--- config.mk ---
export PLATFORM = sky130hd
export DESIGN_NAME = fetch_ahead_unit
export DESIGN_NICKNAME = d
export VERILOG_FILES = /design/src/rtl/fetch_ahead_pkg.sv /design/src/rtl/fetch_ahead_ctrl.sv /design/src/rtl/fetch_ahead_dp.sv /design/src/rtl/fetch_ahead_unit.sv
export SDC_FILE = /design/constraint.sdc
export NUM_CORES = 1
export LEC_CHECK = 0
export ABC_AREA = 1
export ABC_CLOCK_PERIOD_IN_PS = 4270
export BUFFER_PORTS_ARGS = -buffer_cell sky130_fd_sc_hd__buf_2
export CAP_MARGIN = 20
export CELL_PAD_IN_SITES_DETAIL_PLACEMENT = 0
export CELL_PAD_IN_SITES_GLOBAL_PLACEMENT = 1
export CORE_ASPECT_RATIO = 1.4
export CORE_MARGIN = 1.5
export CORE_UTILIZATION = 35
export DETAILED_ROUTE_END_ITERATION = 6
export PLACE_DENSITY_LB_ADDON = 0.15
export SLEW_MARGIN = 20
export SYNTH_ARGS = -nofsm -noshare
export SYNTH_HDL_FRONTEND = slang
export SYNTH_SLANG_ARGS = --single-unit
--- constraint.sdc ---
create_clock -name clk -period 4.27 [get_ports clk]
set_input_delay 0.6405 -clock clk [delete_from_list [all_inputs] [get_ports clk]]
set_output_delay 0.6405 -clock clk [all_outputs]
set_load 0.005 [all_outputs]
--- src/rtl/fetch_ahead_pkg.sv ---
package fetch_ahead_pkg;
  parameter int unsigned TAKE_W = 3;

  typedef struct packed {
    logic              flush;
    logic              fetchIssue;
    logic              fillWord;
    logic              consume;
    logic [TAKE_W-1:0] consumeCnt;
    logic              uopPush;
    logic              uopPop;
  } qStrobes_t;
endpackage

--- src/rtl/fetch_ahead_ctrl.sv ---
module fetch_ahead_ctrl
  import fetch_ahead_pkg::*;
#(
  parameter int unsigned ADDR_W      = 32,
  parameter int unsigned QUEUE_BYTES = 16,
  parameter int unsigned FETCH_BYTES = 4,
  parameter int unsigned DEC_MAX     = 4,
  parameter int unsigned UOP_DEPTH   = 3,
  parameter logic [ADDR_W-1:0] RESET_ADDR = '0,
  localparam int unsigned CNT_W  = $clog2(QUEUE_BYTES + 1),
  localparam int unsigned UCNT_W = $clog2(UOP_DEPTH + 1)
) (
  input  logic              clk,
  input  logic              rstN,
  input  logic              exeBusBusy,
  input  logic              busGrant,
  input  logic              busRdValid,
  input  logic              flushValid,
  input  logic [ADDR_W-1:0] flushAddr,
  input  logic              decValid,
  input  logic [TAKE_W-1:0] decBytes,
  input  logic              decHasUop,
  input  logic              uopAccept,
  input  logic [CNT_W-1:0]  byteCount,
  input  logic [UCNT_W-1:0] uopCount,
  output logic              busReq,
  output logic [ADDR_W-1:0] busAddr,
  output logic              decReady,
  output logic              uopValid,
  output qStrobes_t         stb
);
  localparam logic [CNT_W-1:0]  ROOM_LIMIT = CNT_W'(QUEUE_BYTES - FETCH_BYTES);
  localparam logic [UCNT_W-1:0] UOP_FULL   = UCNT_W'(UOP_DEPTH);
  localparam logic [TAKE_W-1:0] TAKE_MAX   = TAKE_W'(DEC_MAX);
  localparam logic [ADDR_W-1:0] STRIDE     = ADDR_W'(FETCH_BYTES);

  logic [ADDR_W-1:0] fetchPtr;
  logic outstanding;
  logic discard;
  logic issue;
  logic stepOk;

  // Request only when the bus is free of execution traffic and a whole word fits.
  assign busReq   = !exeBusBusy && !flushValid && !outstanding && (byteCount <= ROOM_LIMIT);
  assign busAddr  = fetchPtr;
  assign issue    = busReq && busGrant;
  assign decReady = (uopCount != UOP_FULL);
  assign uopValid = (uopCount != '0);

  assign stepOk = decValid && decReady && (decBytes != '0) && (decBytes <= TAKE_MAX)
                  && (CNT_W'(decBytes) <= byteCount);

  always_comb begin
    stb            = '0;
    stb.flush      = flushValid;
    stb.fetchIssue = issue;
    stb.fillWord   = busRdValid && outstanding && !discard && !flushValid;
    stb.consume    = stepOk && !flushValid;
    stb.consumeCnt = decBytes;
    stb.uopPush    = stepOk && decHasUop && !flushValid;
    stb.uopPop     = uopValid && uopAccept && !flushValid;
  end

  always_ff @(posedge clk or negedge rstN) begin
    if (!rstN) begin
      fetchPtr    <= RESET_ADDR;
      outstanding <= 1'b0;
      discard     <= 1'b0;
    end else if (flushValid) begin
      fetchPtr    <= flushAddr;
      // a word still in flight must be swallowed when it lands
      outstanding <= outstanding && !busRdValid;
      discard     <= outstanding && !busRdValid;
    end else begin
      if (issue) fetchPtr <= fetchPtr + STRIDE;
      if (busRdValid && outstanding) begin
        outstanding <= 1'b0;
        discard     <= 1'b0;
      end else if (issue) begin
        outstanding <= 1'b1;
      end
    end
  end
endmodule

--- src/rtl/fetch_ahead_dp.sv ---
module fetch_ahead_dp
  import fetch_ahead_pkg::*;
#(
  parameter int unsigned QUEUE_BYTES = 16,
  parameter int unsigned FETCH_BYTES = 4,
  parameter int unsigned DEC_MAX     = 4,
  parameter int unsigned UOP_DEPTH   = 3,
  parameter int unsigned UOP_W       = 32,
  localparam int unsigned CNT_W  = $clog2(QUEUE_BYTES + 1),
  localparam int unsigned IDX_W  = $clog2(QUEUE_BYTES),
  localparam int unsigned UCNT_W = $clog2(UOP_DEPTH + 1),
  localparam int unsigned UIDX_W = $clog2(UOP_DEPTH)
) (
  input  logic                     clk,
  input  logic                     rstN,
  input  qStrobes_t                stb,
  input  logic [FETCH_BYTES*8-1:0] fillData,
  input  logic [UOP_W-1:0]         uopIn,
  output logic [CNT_W-1:0]         byteCount,
  output logic [DEC_MAX*8-1:0]     frontBytes,
  output logic [UCNT_W-1:0]        uopCount,
  output logic [UOP_W-1:0]         uopHead
);
  localparam logic [UIDX_W-1:0] ULAST = UIDX_W'(UOP_DEPTH - 1);

  // byte ring: power-of-two depth, indices wrap naturally
  logic [7:0]       slots [QUEUE_BYTES];
  logic [IDX_W-1:0] rdIdx;
  logic [IDX_W-1:0] wrIdx;

  always_ff @(posedge clk) begin
    if (stb.fillWord) begin
      for (int k = 0; k < FETCH_BYTES; k++) begin
        slots[IDX_W'(int'(wrIdx) + k)] <= fillData[8*k +: 8];
      end
    end
  end

  always_ff @(posedge clk or negedge rstN) begin
    if (!rstN) begin
      rdIdx     <= '0;
      wrIdx     <= '0;
      byteCount <= '0;
    end else if (stb.flush) begin
      rdIdx     <= '0;
      wrIdx     <= '0;
      byteCount <= '0;
    end else begin
      if (stb.fillWord) wrIdx <= wrIdx + IDX_W'(FETCH_BYTES);
      if (stb.consume)  rdIdx <= rdIdx + IDX_W'(stb.consumeCnt);
      byteCount <= byteCount
                 + (stb.fillWord ? CNT_W'(FETCH_BYTES) : '0)
                 - (stb.consume  ? CNT_W'(stb.consumeCnt) : '0);
    end
  end

  generate
    for (genvar i = 0; i < DEC_MAX; i++) begin : g_peek
      assign frontBytes[8*i +: 8] = slots[IDX_W'(int'(rdIdx) + i)];
    end
  endgenerate

  // decoded micro-op FIFO: arbitrary depth, explicit wrap
  logic [UOP_W-1:0]  uopMem [UOP_DEPTH];
  logic [UIDX_W-1:0] uRd;
  logic [UIDX_W-1:0] uWr;

  always_ff @(posedge clk) begin
    if (stb.uopPush) uopMem[uWr] <= uopIn;
  end

  always_ff @(posedge clk or negedge rstN) begin
    if (!rstN) begin
      uRd      <= '0;
      uWr      <= '0;
      uopCount <= '0;
    end else if (stb.flush) begin
      uRd      <= '0;
      uWr      <= '0;
      uopCount <= '0;
    end else begin
      if (stb.uopPush) uWr <= (uWr == ULAST) ? '0 : uWr + 1'b1;
      if (stb.uopPop)  uRd <= (uRd == ULAST) ? '0 : uRd + 1'b1;
      uopCount <= uopCount + UCNT_W'(stb.uopPush) - UCNT_W'(stb.uopPop);
    end
  end

  assign uopHead = uopMem[uRd];
endmodule

--- src/rtl/fetch_ahead_unit.sv ---
module fetch_ahead_unit
  import fetch_ahead_pkg::*;
#(
  parameter int unsigned ADDR_W      = 32,
  parameter int unsigned QUEUE_BYTES = 16,
  parameter int unsigned FETCH_BYTES = 4,
  parameter int unsigned DEC_MAX     = 4,
  parameter int unsigned UOP_DEPTH   = 3,
  parameter int unsigned UOP_W       = 32,
  parameter logic [ADDR_W-1:0] RESET_ADDR = 32'h0000_FFF0,
  localparam int unsigned CNT_W  = $clog2(QUEUE_BYTES + 1),
  localparam int unsigned UCNT_W = $clog2(UOP_DEPTH + 1)
) (
  input  logic                     clk,
  input  logic                     rstN,
  input  logic                     exeBusBusy,
  output logic                     busReq,
  output logic [ADDR_W-1:0]        busAddr,
  input  logic                     busGrant,
  input  logic                     busRdValid,
  input  logic [FETCH_BYTES*8-1:0] busRdData,
  input  logic                     flushValid,
  input  logic [ADDR_W-1:0]        flushAddr,
  output logic [CNT_W-1:0]         validCount,
  output logic [DEC_MAX*8-1:0]     frontBytes,
  input  logic                     decValid,
  input  logic [TAKE_W-1:0]        decBytes,
  input  logic                     decHasUop,
  input  logic [UOP_W-1:0]         decUop,
  output logic                     decReady,
  output logic                     uopValid,
  output logic [UOP_W-1:0]         uopData,
  input  logic                     uopAccept
);
  qStrobes_t         stb;
  logic [UCNT_W-1:0] uopCount;

  fetch_ahead_ctrl #(
    .ADDR_W(ADDR_W), .QUEUE_BYTES(QUEUE_BYTES), .FETCH_BYTES(FETCH_BYTES),
    .DEC_MAX(DEC_MAX), .UOP_DEPTH(UOP_DEPTH), .RESET_ADDR(RESET_ADDR)
  ) u_ctrl (
    .clk(clk), .rstN(rstN), .exeBusBusy(exeBusBusy), .busGrant(busGrant),
    .busRdValid(busRdValid), .flushValid(flushValid), .flushAddr(flushAddr),
    .decValid(decValid), .decBytes(decBytes), .decHasUop(decHasUop),
    .uopAccept(uopAccept), .byteCount(validCount), .uopCount(uopCount),
    .busReq(busReq), .busAddr(busAddr), .decReady(decReady),
    .uopValid(uopValid), .stb(stb)
  );

  fetch_ahead_dp #(
    .QUEUE_BYTES(QUEUE_BYTES), .FETCH_BYTES(FETCH_BYTES), .DEC_MAX(DEC_MAX),
    .UOP_DEPTH(UOP_DEPTH), .UOP_W(UOP_W)
  ) u_dp (
    .clk(clk), .rstN(rstN), .stb(stb), .fillData(busRdData), .uopIn(decUop),
    .byteCount(validCount), .frontBytes(frontBytes), .uopCount(uopCount),
    .uopHead(uopData)
  );
endmodule

==> results of run 1 <==
-- cell type report --
class                      instances  area (um^2)  share of cell area, %
multi-input combinational       1400         7050                   37.8
antenna                            1         2.50                 0.0134
clock buffer                      37          807                   4.33
timing repair buffer             249         1400                   7.53
inverter                         112          423                   2.27
sequential                       275         8020                   43.0
tap                              611          764                   4.10
clock inverter                    19          168                  0.899
-- cells by family (layout without fill, tap and decap cells) --
| logic type | count (synthesis) | in the layout | synth area share [%] |
|---|---|---|---|
| other cells | 0 | 1 | 0 |
| flops | 275 | 275 | 49.9 |
| buf+inv | 226 | 417 | 6.27 |
| xor+xnor | 20 | 20 | 1.32 |
| mux | 15 | 15 | 0.934 |
| compound gates | 251 | 251 | 9.48 |
| fa+ha+maj | 27 | 27 | 2.24 |
| simple gates | 1087 | 1087 | 29.9 |
-- cells in the mapped netlist (11+ instances only) --
master / count
clkbuf_1: 63
edfxtp_1: 224
o211ai_1: 19
o21ai_2: 46
buf_2: 21
o21ai_0: 154
or2_1: 39
nor2_1: 58
or2_2: 57
a21oi_1: 11
buf_6: 15
and2_1: 17
mux2i_1: 15
nand3_1: 302
dfstp_2: 12
nand2_1: 600
inv_1: 98
xor2_1: 11
ha_1: 24
inv_2: 11
dfrtp_1: 39
-- state kept, by name, indices dropped and copies added (netlist names) --
| name | count |
|---|---|
| u_dp.rdIdx | 4 |
| u_dp.wrIdx | 2 |
| u_ctrl.outstanding | 1 |
| u_dp.byteCount | 5 |
| u_dp.slots | 128 |
| u_dp.uWr | 2 |
| u_dp.uRd | 2 |
| u_ctrl.busAddr | 32 |
| u_dp.uopCount | 2 |
| u_dp.uopMem | 96 |
| u_ctrl.discard | 1 |
-- metal layers --
metal | share of wire [%] | wire, um
met3 | 5.7 | 2950
met2 | 51 | 26200
met4 | 5.0 | 2600
met1 | 38 | 19700
met5 | 0.24 | 124
-- path summary, 6_finish.rpt --
| kind | slack [ns] | cells past startpoint | endpoint |
|---|---|---|---|
| max in group asynchronous | 3.22 | 2 | u_ctrl.busAddr[15] |
| worst min-delay path | 0.16 | 1 | u_dp.uRd[0] |
| worst max register to register | 1.48 | 10 | u_dp.uopMem[0][10] |
| worst max-delay path | 0.50 | 9 | frontBytes[3] |
| worst min register to register | 0.47 | 2 | u_ctrl.busAddr[1] |
| min in group clk | 0.25 | 1 | u_dp.uopMem[2][16] |
-- layout by cell type, fill, tap and decap left out, types with 5 or more instances in the layout --
cell / Yosys / routed
ha_1: 24 / 23
o21ai_2: 46 / 46
nand2_1: 600 / 600
clkbuf_16: 0 / 30
nor2_1: 58 / 57
o21ai_1: 10 / 10
clkinv_1: 3 / 10
buf_2: 21 / 211
nand3_1: 302 / 302
dfstp_2: 12 / 12
inv_1: 98 / 96
or2_1: 39 / 39
a21oi_1: 11 / 11
mux2i_1: 15 / 15
buf_4: 2 / 33
o211ai_1: 19 / 19
dfrtp_1: 39 / 37
xnor2_1: 7 / 7
edfxtp_1: 224 / 224
nor2_2: 5 / 6
o21ai_0: 154 / 154
inv_2: 11 / 11
and2_1: 17 / 17
or2_2: 57 / 57
o21a_1: 5 / 5
xor2_1: 11 / 11
buf_12: 0 / 5
-- power by group --
part	leakage, nW	total (W)	internal [W]	switching, W
clock	0.469	0.00259	0.00146	0.00112
sequential	2.64	0.00316	0.00302	0.000143
combinational	4.74	0.00243	0.000896	0.00154
-- critical path, cell delays in order (launching register included) --
cell and delay (ns):
dfrtp_4 0.85, inv_4 0.07, buf_12 0.29, o21ai_0 0.68
nand2_1 0.12, nand3_1 0.12, nand2_1 0.05, nand2_1 0.07
nand2_1 0.09, buf_2 0.13
-- per-stage QoR --
step	hold slack, ns	utilization (%)	setup slack (ns)
CTS	0.181	41.2	0.506
global placement	0.457	39.1	1.20
global route	0.227	41.2	0.365
finish	0.162	41.2	0.503
detailed placement	0.461	39.1	1.18
floorplan	0.345	-	0.926
==> flow_metrics.py, run 1 <==
metrics = {
    "die": {
        "initial_core_util_pct": 35.5,
        "core_um2": 45200,
        "fp.dieW_um": 184,
        "die_y_um": 257,
        "boundaryPins": 212,
        "dieArea_um2": 47200,
        "rows": 92,
    },
    "layout": {
        "area_growth_pct": 16.0,
        "finalNonFillerCells": 2704,
        "nets": 2203,
        "drive_above_1_share_pct": 21.1,
        "fillers": 4566,
        "final_cell_area_um2": 18600,
    },
    "timing": {
        "setup_violations": 0,
        "slew_headroom_pct": 40.7,
        "period_share_pct": 88.2,
        "worstMarginPinSlew_ns": 0.890,
        "drv_slew": 0,
        "setup_tns_ns": 0,
        "finalHoldViolCount": 0,
        "grt_setup_unrepaired": "no",
        "max_freq_ghz": 0.265,
        "fin_crit_ns": 3.77,
        "clock-skew-final_ns": 0.0189,
    },
    "worst_setup_path": {
        "endpoint_kind": "primary output",
        "r2r_start": "u_dp.byteCount[2]",
        "critPathKind": "flop to primary output",
        "cp-startpoint": "u_dp.rdIdx[0]",
        "start_kind": "flop",
        "crit_fanout": 114,
        "required_ns": 3.63,
        "cp.arrival_ns": 3.13,
    },
    "run_status": {
        "status": "complete, no violations",
    },
    "cts": {
        "insertion_delay_ns": 0.59,
        "clock_path_buffers": 3,
        "clk_pin_slew_ns": 0.07,
        "ctsRootBufferMaster": "clkbuf_16",
        "tritoncts": "yes",
        "cts.htree.levels": 1,
        "cts_buffers": 30,
        "cts_sinks": 275,
        "post_cts_buffers": 0,
        "cts_hold_buf": 0,
        "cts_resized": 0,
    },
    "placement": {
        "dp_cells": 2647,
        "gp_congestion": 0.869,
        "portBuffers": 211,
        "placed_area_um2": 17700,
        "hpwl_um": 37100,
    },
    "power_and_ir_drop": {
        "totalPowerFinal_w": 0.00818,
        "leakagePower_nw": 7.85,
        "cellPowerDensity_nw_per_um2": 439,
        "ir_worst_vdd_mv": 0.319,
    },
    "grt": {
        "grtUsageMet1_pct": 25.0,
        "grt_pass1_vias": 12948,
        "grt_max_degree": 115,
        "grt.met3_usage_pct": 3.93,
        "top_usage_layer": "met2",
        "grt_pass1_wl_um": 77200,
        "overflow": 0,
        "grt_util_all_layers_pct": 21.7,
        "antenna_found_initial": 10,
        "gr-usage-met2_pct": 38.7,
    },
    "detailed_routing": {
        "remaining_drc_errors": 0,
        "num_vias": 13654,
        "drtAntennaViolNets": 0,
        "drt_iter0_markers": 947,
        "wirelength_um": 51500,
        "first_pass_iters": 5,
        "wl_per_cell_um": 19.1,
        "vias_per_cell": 5.05,
    },
    "logic_synthesis": {
        "ys_seq_elements": 275,
        "yosys_warnings": 0,
        "ys_types": 44,
        "synth.avg_cell_area_um2": 8.46,
        "ys_dominant_reg_cell": "edfxtp_1",
        "yosys.area.top_type": "edfxtp_1",
        "synthTopCellsByArea": "edfxtp_1 42%, nand2_1 14%, nand3_1 9.4%",
        "synth_cells": 1901,
        "synth-async-reset-ratio_pct": 18.5,
        "synth_seq_area_share_pct": 49.9,
        "synth-edff-count": 224,
        "syn_area_um2": 16100,
        "syn_nets": 2036,
        "synth_top_area_share_pct": 41.8,
    },
    "worst_hold_path": {
        "hold_class": "input port to asynchronous set/reset pin",
    },
    "run": {
        "max_cap_viol_count": 0,
    },
}
No activity file was read; power rests on OpenSTA's default activity.
==> run 2, diff against run 1 <==
- CTS_BUF_LIST: not set -> sky130_fd_sc_hd__clkbuf_8
==> flow_metrics.py, run 2 (synthesis gave the netlist of run 1 again) <==
metrics = {
    "cts": {
        "cts.htree.levels": 2,
        "insertion_delay_ns": 0.65,
        "post_cts_buffers": 0,
        "cts_hold_buf": 0,
        "cts_sinks": 275,
        "cts_buffers": 48,
        "cts_resized": 0,
        "clock_path_buffers": 3,
        "ctsRootBufferMaster": "clkbuf_8",
        "tritoncts": "yes",
        "clk_pin_slew_ns": 0.07,
    },
    "worst_setup_path": {
        "crit_fanout": 114,
        "start_kind": "flop",
        "critPathKind": "flop to primary output",
        "endpoint_kind": "primary output",
        "required_ns": 3.63,
        "cp.arrival_ns": 3.16,
    },
    "detailed_routing": {
        "drt_iter0_markers": 1048,
        "vias_per_cell": 5.05,
        "drtAntennaViolNets": 0,
        "wl_per_cell_um": 18.9,
        "wirelength_um": 51800,
        "num_vias": 13830,
        "first_pass_iters": 5,
        "remaining_drc_errors": 0,
    },
    "grt": {
        "grt_util_all_layers_pct": 22.0,
        "antenna_found_initial": 12,
        "grt_pass1_wl_um": 77800,
        "overflow": 0,
        "grt_pass1_vias": 13139,
        "grt_max_degree": 115,
    },
    "die": {
        "initial_core_util_pct": 35.5,
        "dieArea_um2": 47200,
        "rows": 92,
        "core_um2": 45200,
        "boundaryPins": 212,
        "fp.dieW_um": 184,
        "die_y_um": 257,
    },
    "placement": {
        "gp_congestion": 0.869,
        "portBuffers": 211,
        "post-place-ws_ns": 1.18,
        "hpwl_um": 37100,
    },
    "layout": {
        "regMostFlops": "u_dp.slots",
        "final_cell_mix": "600 x nand2_1, 302 x nand3_1, 224 x edfxtp_1, 211 x buf_2, 154 x o21ai_0",
        "drive_above_1_share_pct": 21.8,
        "fillers": 4589,
        "layout_commonest_cell": "nand2_1",
        "area_growth_pct": 16.3,
        "fin_util_pct": 41.3,
        "largest_register_ffs": 128,
        "nets": 2221,
    },
    "timing": {
        "clock-skew-final_ns": 0.0345,
        "setup_violations": 0,
        "finalHoldViolCount": 0,
        "max_freq_ghz": 0.263,
        "fin_crit_ns": 3.80,
        "drv_slew": 0,
        "worstMarginPinSlew_ns": 0.889,
        "finalWorstSetupSlack_ns": 0.473,
        "grt_setup_unrepaired": "no",
        "setup_tns_ns": 0,
        "slew_headroom_pct": 40.7,
        "period_share_pct": 88.9,
    },
    "worst_hold_path": {
        "hold_class": "input port to asynchronous set/reset pin",
    },
    "power_and_ir_drop": {
        "leakagePower_nw": 7.94,
        "cellPowerDensity_nw_per_um2": 438,
        "ir_worst_vdd_mv": 0.273,
    },
    "run": {
        "max_cap_viol_count": 0,
    },
    "run_status": {
        "status": "complete, no violations",
    },
}
## run 2: changes by cell type in the layout (fill, tap and decap cells not counted), sizes merged
cell,change
clkinvlp,-3
clkbuf,+17
inv,+12
bufinv,+2
diode,+2
clkinv,+4
## run 2: critical path, stage by stage, from the launching register on
cell and delay, ns:
dfrtp_4 0.73, inv_4 0.16, buf_12 0.48, a21oi_2 0.15, o21ai_4 0.21, inv_2 0.22, nand3_1 0.13, and2_1 0.17
buf_2 0.13
## run 2: cell type report
type                            count  area (um^2)  area share [%]
Sequential cell                   275         8020            42.9
Tap cell                          611          764            4.09
Multi-Input combinational cell   1400         7050            37.7
Timing Repair Buffer              249         1400            7.51
Inverter                          112          423            2.26
Antenna cell                        3         7.51          0.0402
Clock buffer                       54          743            3.98
Clock inverter                     34          279            1.49
## run 2: per-stage QoR
step	total power, W	std cells	cell area (um^2)	hold slack, ns
final	0.00820	2738	18700	0.100
after global placement	0.00565	2647	17700	0.457
after detailed placement	0.00567	2647	17700	0.461
after floorplan	0.00472	1901	16100	0.345
after CTS	0.00830	2735	18700	0.0904
after global routing	0.00868	2738	18700	0.133
## run 2: power breakdown
part	internal, W	switching (W)	total (W)
clock network	0.00142	0.00118	0.00260
logic	0.000896	0.00154	0.00243
registers	0.00302	0.000144	0.00316
## run 2: routing by layer
layer  GRT usage [%]  vias to the layer above  routed length, um
li1                -                     6766                  -
met2            38.6                      437              26400
met1            24.9                     6497              19800
met3            5.01                      112               3040
met5               0                        -                117
met4            10.8                       18               2510
## run 2: final timing paths
path	start	to	slack [ns]	cells past startpoint
worst max register to register	u_dp.byteCount[2]	u_dp.uopMem[0][10]	1.50	10
worst min register to register	u_ctrl.busAddr[1]	u_ctrl.busAddr[1]	0.47	2
max in group asynchronous	rstN	u_ctrl.busAddr[13]	3.27	2
worst min-delay path	rstN	u_dp.uRd[0]	0.10	1
min in group clk	decUop[17]	u_dp.uopMem[1][17]	0.18	1
worst max-delay path	u_dp.rdIdx[0]	frontBytes[13]	0.47	8
